--- config.mk ---
export PLATFORM = sky130hd
export DESIGN_NAME = sop_logic_array
export DESIGN_NICKNAME = d
export VERILOG_FILES = /design/src/rtl/sop_array_pkg.sv /design/src/rtl/sop_cfg_ctrl.sv /design/src/rtl/sop_eval_path.sv /design/src/rtl/sop_logic_array.sv
export SDC_FILE = /design/constraint.sdc
export NUM_CORES = 1
export LEC_CHECK = 0
export ABC_AREA = 1
export BUFFER_PORTS_ARGS = -buffer_cell sky130_fd_sc_hd__buf_2
export CAP_MARGIN = 20
export CORE_UTILIZATION = 51
export CTS_CLUSTER_SIZE = 8
export DETAILED_ROUTE_END_ITERATION = 8
export PLACE_DENSITY = 0.72
export SETUP_SLACK_MARGIN = 0.1
export SLEW_MARGIN = 40
export SYNTH_ARGS = -nofsm -noshare
export SYNTH_HDL_FRONTEND = slang
export SYNTH_SLANG_ARGS = --single-unit
--- constraint.sdc ---
create_clock -name clk -period 2.14 [get_ports clk]
set_clock_uncertainty 0.1 [all_clocks]
set_input_delay 0 -clock clk [delete_from_list [all_inputs] [get_ports clk]]
set_output_delay 0 -clock clk [all_outputs]
set_load 0.05 [all_outputs]
--- src/rtl/sop_array_pkg.sv ---
package sop_array_pkg;

  // Write strobes from the configuration control to the datapath
  typedef struct packed {
    logic andWe;  // write a product-term row
    logic orWe;   // write an output row
  } cfgStrobe_t;

endpackage

--- src/rtl/sop_cfg_ctrl.sv ---
module sop_cfg_ctrl
  import sop_array_pkg::*;
#(
  parameter int NUM_TERMS = 4,
  parameter int NUM_OUT   = 2,
  parameter int ADDR_W    = 4
) (
  input  logic              clk,
  input  logic              rstN,
  input  logic              evalEn,
  input  logic              cfgWe,
  input  logic [ADDR_W-1:0] cfgAddr,
  output cfgStrobe_t        strobe,
  output logic [ADDR_W-1:0] rowIdx,
  output logic              cfgValid,
  output logic              cfgErr
);

  localparam int ROWS = NUM_TERMS + NUM_OUT;

  logic            accept;
  logic            isTermRow;
  logic            inRange;
  logic            errPulse;
  logic [ROWS-1:0] writtenQ;

  always_comb begin
    accept    = cfgWe && !evalEn;
    isTermRow = cfgAddr < ADDR_W'(NUM_TERMS);
    inRange   = cfgAddr < ADDR_W'(ROWS);
    strobe.andWe = accept && isTermRow;
    strobe.orWe  = accept && inRange && !isTermRow;
    errPulse     = accept && !inRange;
    rowIdx = isTermRow ? cfgAddr : (cfgAddr - ADDR_W'(NUM_TERMS));
  end

  // Track which rows have seen at least one accepted write
  always_ff @(posedge clk or negedge rstN) begin
    if (!rstN) begin
      writtenQ <= '0;
    end else begin
      for (int r = 0; r < ROWS; r++) begin
        if (accept && cfgAddr == ADDR_W'(r)) writtenQ[r] <= 1'b1;
      end
    end
  end

  always_ff @(posedge clk or negedge rstN) begin
    if (!rstN) cfgErr <= 1'b0;
    else       cfgErr <= errPulse;
  end

  assign cfgValid = &writtenQ;

endmodule

--- src/rtl/sop_eval_path.sv ---
module sop_eval_path
  import sop_array_pkg::*;
#(
  parameter int NUM_IN    = 3,
  parameter int NUM_TERMS = 4,
  parameter int NUM_OUT   = 2,
  parameter int ADDR_W    = 4,
  parameter int DW        = 6,
  parameter bit REG_OUT   = 1'b1
) (
  input  logic               clk,
  input  logic               rstN,
  input  cfgStrobe_t         strobe,
  input  logic [ADDR_W-1:0]  rowIdx,
  input  logic [DW-1:0]      cfgData,
  input  logic               palMode,
  input  logic               evalEn,
  input  logic               cfgValid,
  input  logic [NUM_IN-1:0]  dataIn,
  output logic [NUM_OUT-1:0] dataOut
);

  localparam int TPO = NUM_TERMS / NUM_OUT;

  logic [NUM_TERMS-1:0][NUM_IN-1:0]  andTrueQ;
  logic [NUM_TERMS-1:0][NUM_IN-1:0]  andInvQ;
  logic [NUM_OUT-1:0][NUM_TERMS-1:0] orMaskQ;
  logic [NUM_OUT-1:0]                orInvQ;
  logic [NUM_TERMS-1:0]              termHit;
  logic [NUM_OUT-1:0]                sumBit;

  // Configuration rows
  always_ff @(posedge clk or negedge rstN) begin
    if (!rstN) begin
      andTrueQ <= '0;
      andInvQ  <= '0;
      orMaskQ  <= '0;
      orInvQ   <= '0;
    end else begin
      for (int t = 0; t < NUM_TERMS; t++) begin
        if (strobe.andWe && rowIdx == ADDR_W'(t)) begin
          andTrueQ[t] <= cfgData[NUM_IN-1:0];
          andInvQ[t]  <= cfgData[2*NUM_IN-1:NUM_IN];
        end
      end
      for (int o = 0; o < NUM_OUT; o++) begin
        if (strobe.orWe && rowIdx == ADDR_W'(o)) begin
          orMaskQ[o] <= cfgData[NUM_TERMS-1:0];
          orInvQ[o]  <= cfgData[NUM_TERMS];
        end
      end
    end
  end

  // AND plane: a term is high when all connected literals are satisfied
  for (genvar t = 0; t < NUM_TERMS; t++) begin : g_term
    always_comb begin
      termHit[t] = ((dataIn & andTrueQ[t]) == andTrueQ[t]) &&
                   ((~dataIn & andInvQ[t]) == andInvQ[t]);
    end
  end

  // OR plane: programmable or fixed grouping, then optional inversion
  for (genvar o = 0; o < NUM_OUT; o++) begin : g_out
    logic [NUM_TERMS-1:0] fixedMask;
    logic [NUM_TERMS-1:0] useMask;
    always_comb begin
      for (int k = 0; k < NUM_TERMS; k++) begin
        fixedMask[k] = ((k / TPO) == o);
      end
      useMask   = palMode ? fixedMask : orMaskQ[o];
      sumBit[o] = (|(termHit & useMask)) ^ orInvQ[o];
    end
  end

  if (REG_OUT) begin : g_reg_out
    always_ff @(posedge clk or negedge rstN) begin
      if (!rstN)         dataOut <= '0;
      else if (!cfgValid) dataOut <= '0;
      else if (evalEn)    dataOut <= sumBit;
    end
  end else begin : g_comb_out
    assign dataOut = (cfgValid && evalEn) ? sumBit : '0;
  end

endmodule

--- src/rtl/sop_logic_array.sv ---
module sop_logic_array
  import sop_array_pkg::*;
#(
  parameter int NUM_IN    = 3,
  parameter int NUM_TERMS = 4,
  parameter int NUM_OUT   = 2,
  parameter bit REG_OUT   = 1'b1,
  localparam int ROWS     = NUM_TERMS + NUM_OUT,
  localparam int ADDR_W   = $clog2(ROWS) + 1,
  localparam int DW       = (2 * NUM_IN > NUM_TERMS + 1) ? 2 * NUM_IN : NUM_TERMS + 1
) (
  input  logic               clk,
  input  logic               rstN,
  input  logic               evalEn,
  input  logic               palMode,
  input  logic               cfgWe,
  input  logic [ADDR_W-1:0]  cfgAddr,
  input  logic [DW-1:0]      cfgData,
  input  logic [NUM_IN-1:0]  dataIn,
  output logic [NUM_OUT-1:0] dataOut,
  output logic               cfgValid,
  output logic               cfgErr
);

  cfgStrobe_t        strobe;
  logic [ADDR_W-1:0] rowIdx;

  sop_cfg_ctrl #(
    .NUM_TERMS(NUM_TERMS),
    .NUM_OUT  (NUM_OUT),
    .ADDR_W   (ADDR_W)
  ) ctrl_i (
    .clk     (clk),
    .rstN    (rstN),
    .evalEn  (evalEn),
    .cfgWe   (cfgWe),
    .cfgAddr (cfgAddr),
    .strobe  (strobe),
    .rowIdx  (rowIdx),
    .cfgValid(cfgValid),
    .cfgErr  (cfgErr)
  );

  sop_eval_path #(
    .NUM_IN   (NUM_IN),
    .NUM_TERMS(NUM_TERMS),
    .NUM_OUT  (NUM_OUT),
    .ADDR_W   (ADDR_W),
    .DW       (DW),
    .REG_OUT  (REG_OUT)
  ) path_i (
    .clk     (clk),
    .rstN    (rstN),
    .strobe  (strobe),
    .rowIdx  (rowIdx),
    .cfgData (cfgData),
    .palMode (palMode),
    .evalEn  (evalEn),
    .cfgValid(cfgValid),
    .dataIn  (dataIn),
    .dataOut (dataOut)
  );

endmodule

### Yosys cells after proc, flatten, opt, wreduce, memory -nomap -nowiden

Cells that the tools add are included.

| storage, ports and cells | value |
|---|---|
| logic and storage cells | 87 |
| register bits | 43 |

| operators by class | value |
|---|---|
| order comparisons | 2 |
| equal/unequal tests | 17 |
| bitwise gates (word level) | 13 |
| $add $sub $neg | 1 |
| muxes and demuxes | 5 |
| reductions and logical operators | 29 |

Operators by type and width:

| cell | number |
|---|---|
| 3-bit bitwise AND | 8 |
| 3-bit == test | 8 |
| 1-bit logical AND | 21 |
| 4-bit by 2-bit == test with 1-bit output, second input constant | 4 |
| 4-bit two-way mux | 3 |
| 4-bit bitwise AND | 2 |
| 4-bit by 1-bit == test with 1-bit output, second input constant | 2 |
| 4-bit by 3-bit == test with 1-bit output, second input constant | 2 |
| 4-bit zero test | 2 |
| 4-bit by 3-bit less-than comparator with 1-bit output, second input constant | 2 |
| 4-bit OR reduction | 2 |
| 6-bit AND reduction | 1 |
| 2-bit two-way mux | 2 |
| 4-bit by 3-bit subtractor with 4-bit output, second input constant | 1 |
| 1-bit zero test | 3 |
| 3-bit inverter | 1 |
| 2-bit inequality test, second input constant | 1 |
| 1-bit XOR | 2 |

### Depth between registers and ports, before layout

| logic depth | value |
|---|---|
| depth after elaboration | 9 |
| depth in mapped cells | 10 |

### Hierarchy

A second synthesis with hierarchy kept.

| unflattened totals | value |
|---|---|
| cells, all modules | 271 |
| area total of the unflattened synthesis | 2068.2 sq um |

By module, submodules not included:

| module | seq. area each (sq um) | instances | area an instance (sq um) | cells an instance |
|---|---|---|---|---|
| sop_eval_path | 900.9 | 1 | 1690.4 | 219 |
| sop_cfg_ctrl | 175.2 | 1 | 377.9 | 52 |

### Worst setup path before layout

OpenSTA, ideal clock, no wires.

| path | value |
|---|---|
| kind | reg2reg |
| start point | register path_i.orMaskQ[7] (netlist bit) |
| end point | register path_i.dataOut[1] |
| path slack | 0.939 ns |
| cell stages (with the launch flop) | 8 |
| data arrival time | 0.983 ns |
| period minus slack after synthesis | 1.201 ns |
| library setup time | 0.118 ns |
| cells stage by stage | dfrtp_1 -> or2_2 -> nand3_1 -> nand2_1 -> nor2_1 -> nand2_1 -> nand3_1 -> nand2_1 |

| on the way | value |
|---|---|
| longest elaborated chain between the ends | 6 |

RTL lines:

| what | line | text |
|---|---|---|
| start: declaration | sop_eval_path.sv:27 | `logic [NUM_OUT-1:0][NUM_TERMS-1:0] orMaskQ;` |
| start signal: indexed assignment | sop_eval_path.sv:48 | `orMaskQ[o] <= cfgData[NUM_TERMS-1:0];` |
| 4-bit two-way mux | sop_eval_path.sv:71 | `useMask = palMode ? fixedMask : orMaskQ[o];` |
| 4-bit bitwise AND | sop_eval_path.sv:72 | `sumBit[o] = (\|(termHit & useMask)) ^ orInvQ[o];` |
| 4-bit OR reduction | sop_eval_path.sv:72 |  |
| 1-bit XOR | sop_eval_path.sv:72 |  |
| 2-bit two-way mux | sop_eval_path.sv:80 | `else if (evalEn) dataOut <= sumBit;` |
| 2-bit two-way mux | sop_eval_path.sv:79 | `else if (!cfgValid) dataOut <= '0;` |
| end signal: assignment | sop_eval_path.sv:80 |  |
| end: declaration | sop_eval_path.sv:20 | `output logic [NUM_OUT-1:0] dataOut` |

No other way between the ends. The select of a mux whose other input is x is not followed.
A chain may end at the register's enable or synchronous reset.

### Worst setup path in the final report

| path | value |
|---|---|
| start point | input port evalEn |
| end point | register ctrl_i.cfgErr |

| on the way | value |
|---|---|
| longest elaborated chain between the ends | 3 |

RTL lines:

| what | line | text |
|---|---|---|
| start: declaration | sop_logic_array.sv:14 | `input logic evalEn,` |
| 1-bit zero test | sop_cfg_ctrl.sv:28 | `accept = cfgWe && !evalEn;` |
| 1-bit logical AND | sop_cfg_ctrl.sv:28 |  |
| 1-bit logical AND | sop_cfg_ctrl.sv:33 | `errPulse = accept && !inRange;` |
| net ctrl_i.errPulse | sop_cfg_ctrl.sv:24 | `logic errPulse;` |
| end signal: assignment | sop_cfg_ctrl.sv:50 | `else cfgErr <= errPulse;` |
| end: declaration | sop_cfg_ctrl.sv:16 | `output logic cfgErr` |

The timed path passes the listed nets, and every way through them passes these cells.

==> insert_results.sql <==
INSERT INTO impl_metrics (metric_group, metric, value, unit) VALUES
('run_status', 'run_status', 'finished, final reports clean', ''),
('critical_path', 'start_kind', 'input port', ''),
('sta', 'relative_max_transition_margin', '0.621', ''),
('sta', 'tightest_slew', '568', 'ps'),
('floorplanning', 'initial_utilization', '0.537', ''),
('route', 'drcViolationCount', '0', ''),
('clock_tree', 'gates_resized_cts_repair', '0', ''),
('final_layout', 'register_area', '1080', 'µm²'),
('placement', 'preCtsSetupSlack', '822', 'ps'),
('clock_tree', 'cts_num_sinks', '43', ''),
('critical_path', 'critical_path.cell_chain', 'dlygate4sd3_1 > buf_2 > inv_2 > nand2_4 > dlygate4sd3_1 > a21oi_1 > dlygate4sd3_1', ''),
('logic_synthesis', 'synthesis.area', '2000', 'µm²'),
('logic_synthesis', 'ys.warnings.count', '0', ''),
('final_layout', 'layout.nets', '298', ''),
('worst_hold_path', 'hold_path_class', 'input port to asynchronous set/reset pin', ''),
('floorplanning', 'io-pin-count', '22', ''),
('clock_tree', 'cts_root_buf', 'sky130_fd_sc_hd__clkbuf_8', ''),
('floorplanning', 'std_cell_rows', '22', ''),
('global_route', 'grt_pass1_wl', '6980', 'µm'),
('critical_path', 'path_common_cell', 'sky130_fd_sc_hd__dlygate4sd3_1', ''),
('final_layout', 'layout-drive-gt1-share', '0.171', ''),
('route', 'via_cell_ratio', '4.82', ''),
('final_layout', 'diodes', '0', ''),
('clock_tree', 'cts-root-to-sink-buffers', '2', ''),
('critical_path', 'cp_slowest_cell', 'sky130_fd_sc_hd__dlygate4sd3_1', ''),
('critical_path', 'critical_path.top_delay_family', 'buffers and inverters', ''),
('sta', 'setup_total_negative_slack', '0', 'ps'),
('power_and_ir_drop', 'finalPower', '1.99', 'mW'),
('critical_path', 'largest_stage_delay_worst_path', '560', 'ps'),
('clock_tree', 'insertion_delay', '300', 'ps'),
('sta', 'layout_worst_path_cycle_share', '0.877', ''),
('floorplanning', 'floorplan.die.height', '64.6', 'µm'),
('power_and_ir_drop', 'max_vdd_drop', '474', 'µV'),
('clock_tree', 'cts.clk_slew.worst_paths', '80', 'ps'),
('logic_synthesis', 'yosys.cell_types.count', '19', ''),
('job', 'drv.max_cap_violation_count', '0', ''),
('sta', 'drv_slew', '0', ''),
('logic_synthesis', 'synth_seq_cells', '43', ''),
('route', 'drtAntennaViolNets', '0', ''),
('global_route', 'pin_count_of_the_biggest_net_entering_global_routing', '27', ''),
('floorplanning', 'die-width', '64.6', 'µm'),
('critical_path', 'cp.buffers_inverters', '5', ''),
('sta', 'grt_setup_unrepaired', 'false', ''),
('final_layout', 'syn_to_final_growth', '17.2', '%'),
('clock_tree', 'htreeDepth', '2', ''),
('logic_synthesis', 'synthesized_instance_count', '246', ''),
('critical_path', 'critical_path.endpoint_type', 'flip-flop', ''),
('route', 'drt_pass1_iterations', '4', ''),
('sta', 'finalSetupViolCount', '0', ''),
('placement', 'place.gp.congestion', '0.813', ''),
('route', 'route.vias.total', '1585', ''),
('final_layout', 'footprint_of_the_multi_input_gates', '749', 'µm²'),
('logic_synthesis', 'ys_seq_area_frac', '0.539', ''),
('route', 'drt_iter0_drc', '78', ''),
('route', 'totalWireLength', '4140', 'µm'),
('placement', 'port_buffers', '21', ''),
('critical_path', 'crit_path_max_fanout', '3', ''),
('sta', 'fmaxAchievable', '533', 'MHz'),
('global_route', 'grt_pass1_vias', '1537', ''),
('floorplanning', 'core', '3720', 'µm²'),
('sta', 'period_needed', '1880', 'ps'),
('logic_synthesis', 'syn-num-nets', '264', ''),
('clock_tree', 'cts_tree', 'yes', ''),
('global_route', 'grt.overflow.total', '0', ''),
('critical_path', 'timing.setup.critical_path_class', 'input port to flip-flop', ''),
('final_layout', 'postLayoutCellArea', '2340', 'µm²'),
('route', 'routedWlPerCell', '12.6', 'µm'),
('critical_path', 'required_time_of_the_worst_setup_path', '2280', 'ps'),
('sta', 'finalHoldViolCount', '0', ''),
('critical_path', 'worst_ep_arrival_time', '2020', 'ps'),
('placement', 'dp.final_hpwl', '3000', 'µm'),
('global_route', 'grt_antenna_before_repair', '0', ''),
('power_and_ir_drop', 'power.static_leakage', '1.26', 'nW'),
('clock_tree', 'tritoncts.num_buffers', '5', ''),
('logic_synthesis', 'syn_avg_cell_area', '8.12', 'µm²'),
('global_route', 'grt_usage', '0.232', ''),
('power_and_ir_drop', 'power_density', '852', 'nW/µm²'),
('sta', 'timing.final.ws_setup', '263', 'ps'),
('placement', 'postPlaceCellArea', '2130', 'µm²'),
('final_layout', 'n_fill_cell', '318', ''),
('floorplanning', 'design.die.area', '4170', 'µm²');
placed cells by master, fill, tap and decap left out:
master and count:
sky130_fd_sc_hd__nand2_1 82, sky130_fd_sc_hd__nor2_1 17, sky130_fd_sc_hd__dlygate4sd3_1 11, sky130_fd_sc_hd__buf_4 2, sky130_fd_sc_hd__o21ai_0 11, sky130_fd_sc_hd__nor3_4 1
sky130_fd_sc_hd__nor2_2 5, sky130_fd_sc_hd__buf_2 21, sky130_fd_sc_hd__or2_1 3, sky130_fd_sc_hd__nand3_1 13, sky130_fd_sc_hd__nand2_4 1, sky130_fd_sc_hd__inv_1 30
sky130_fd_sc_hd__nor3_1 1, sky130_fd_sc_hd__clkbuf_1 1, sky130_fd_sc_hd__dfrtp_1 43, sky130_fd_sc_hd__nand4_1 2, sky130_fd_sc_hd__o21ai_1 18, sky130_fd_sc_hd__o21ai_2 7
sky130_fd_sc_hd__clkbuf_8 7, sky130_fd_sc_hd__inv_2 3, sky130_fd_sc_hd__or2_2 1, sky130_fd_sc_hd__a21oi_1 1
per-layer routing:
metal	vias to the layer above	share of wire	track usage
met5	-	0	0
met3	7	0.040	0.0528
li1	828	-	-
met1	714	0.47	0.285
met2	36	0.47	0.400
met4	0	0.017	0.0833
timing repair:
action                                 4_1_cts  5_1_grt
setup buffers                                0        0
endpoints found under the hold margin       51        0
hold buffers                                11        0
report_power, final:
group / switching [mW] / total [mW] / internal (mW)
combinational: 0.261 / 0.423 / 0.162
sequential: 0.0674 / 1.01 / 0.943
clock: 0.266 / 0.561 / 0.294
synth_stat cells, drive strengths merged:
library cell | number | area (µm²)
nand3 | 13 | 65.1
o21ai | 36 | 206
a21oi | 1 | 5.00
nor2 | 22 | 95.1
inv | 33 | 124
or2 | 4 | 25.0
nand4 | 2 | 12.5
dfrtp | 43 | 1080
nor3 | 2 | 21.3
nand2 | 83 | 319
buf | 7 | 47.5
stage by stage:
stage	hold slack, ps	std cells	utilization
global route	172	329	0.630
detailed placement	-68.1	310	0.573
CTS	149	329	0.630
global placement	-64.7	310	0.573
floorplan	-396	246	-
finish	122	329	0.630
worst reg2reg max path, stage by stage (launching register included):
cell                      delay [ps]
sky130_fd_sc_hd__dfrtp_1         390
sky130_fd_sc_hd__nand2_1          70
sky130_fd_sc_hd__nand2_1          70
sky130_fd_sc_hd__nor2_2          140
sky130_fd_sc_hd__nand3_1         110
sky130_fd_sc_hd__nand2_1         110
sky130_fd_sc_hd__nor2_1           50
sky130_fd_sc_hd__nand2_1          50
sky130_fd_sc_hd__nand3_1          70
sky130_fd_sc_hd__nand2_1          60
sequential cells by signal (all words and copies together) (netlist names):
register and cells:
path_i.dataOut 2, ctrl_i.writtenQ 6, ctrl_i.cfgErr 1, path_i.andInvQ 12, path_i.orInvQ 2, path_i.orMaskQ 8, path_i.andTrueQ 12
logic make-up (layout without fill, tap and decap cells):
logic type | count (synthesis) | count (layout) | synth area share
simple gates | 126 | 126 | 0.269
flops | 43 | 43 | 0.539
compound gates | 37 | 37 | 0.106
buf+inv | 40 | 75 | 0.0858
path summary, 6_finish.rpt:
| path | from | to | slack [ps] | depth (start not counted) |
|---|---|---|---|---|
| worst max register to register | path_i.andInvQ[3] | path_i.dataOut[1] | 870 | 9 |
| worst min register to register | ctrl_i.writtenQ[5] | ctrl_i.writtenQ[5] | 360 | 2 |
| max in group asynchronous | rstN | path_i.orMaskQ[4] | 1250 | 3 |
| worst max-delay path | evalEn | ctrl_i.cfgErr | 260 | 7 |
| worst min-delay path | rstN | path_i.andInvQ[10] | 120 | 2 |
| min in group clk | cfgAddr[2] | ctrl_i.writtenQ[5] | 190 | 3 |
cell type report:
type / instances / area share
clock buffers: 8 / 0.0428
flip-flops and latches: 43 / 0.460
inverters: 33 / 0.0529
multi-input cells: 163 / 0.320
well taps: 48 / 0.0257
repair buffers: 34 / 0.0984
(Power assumes the default switching activity.)
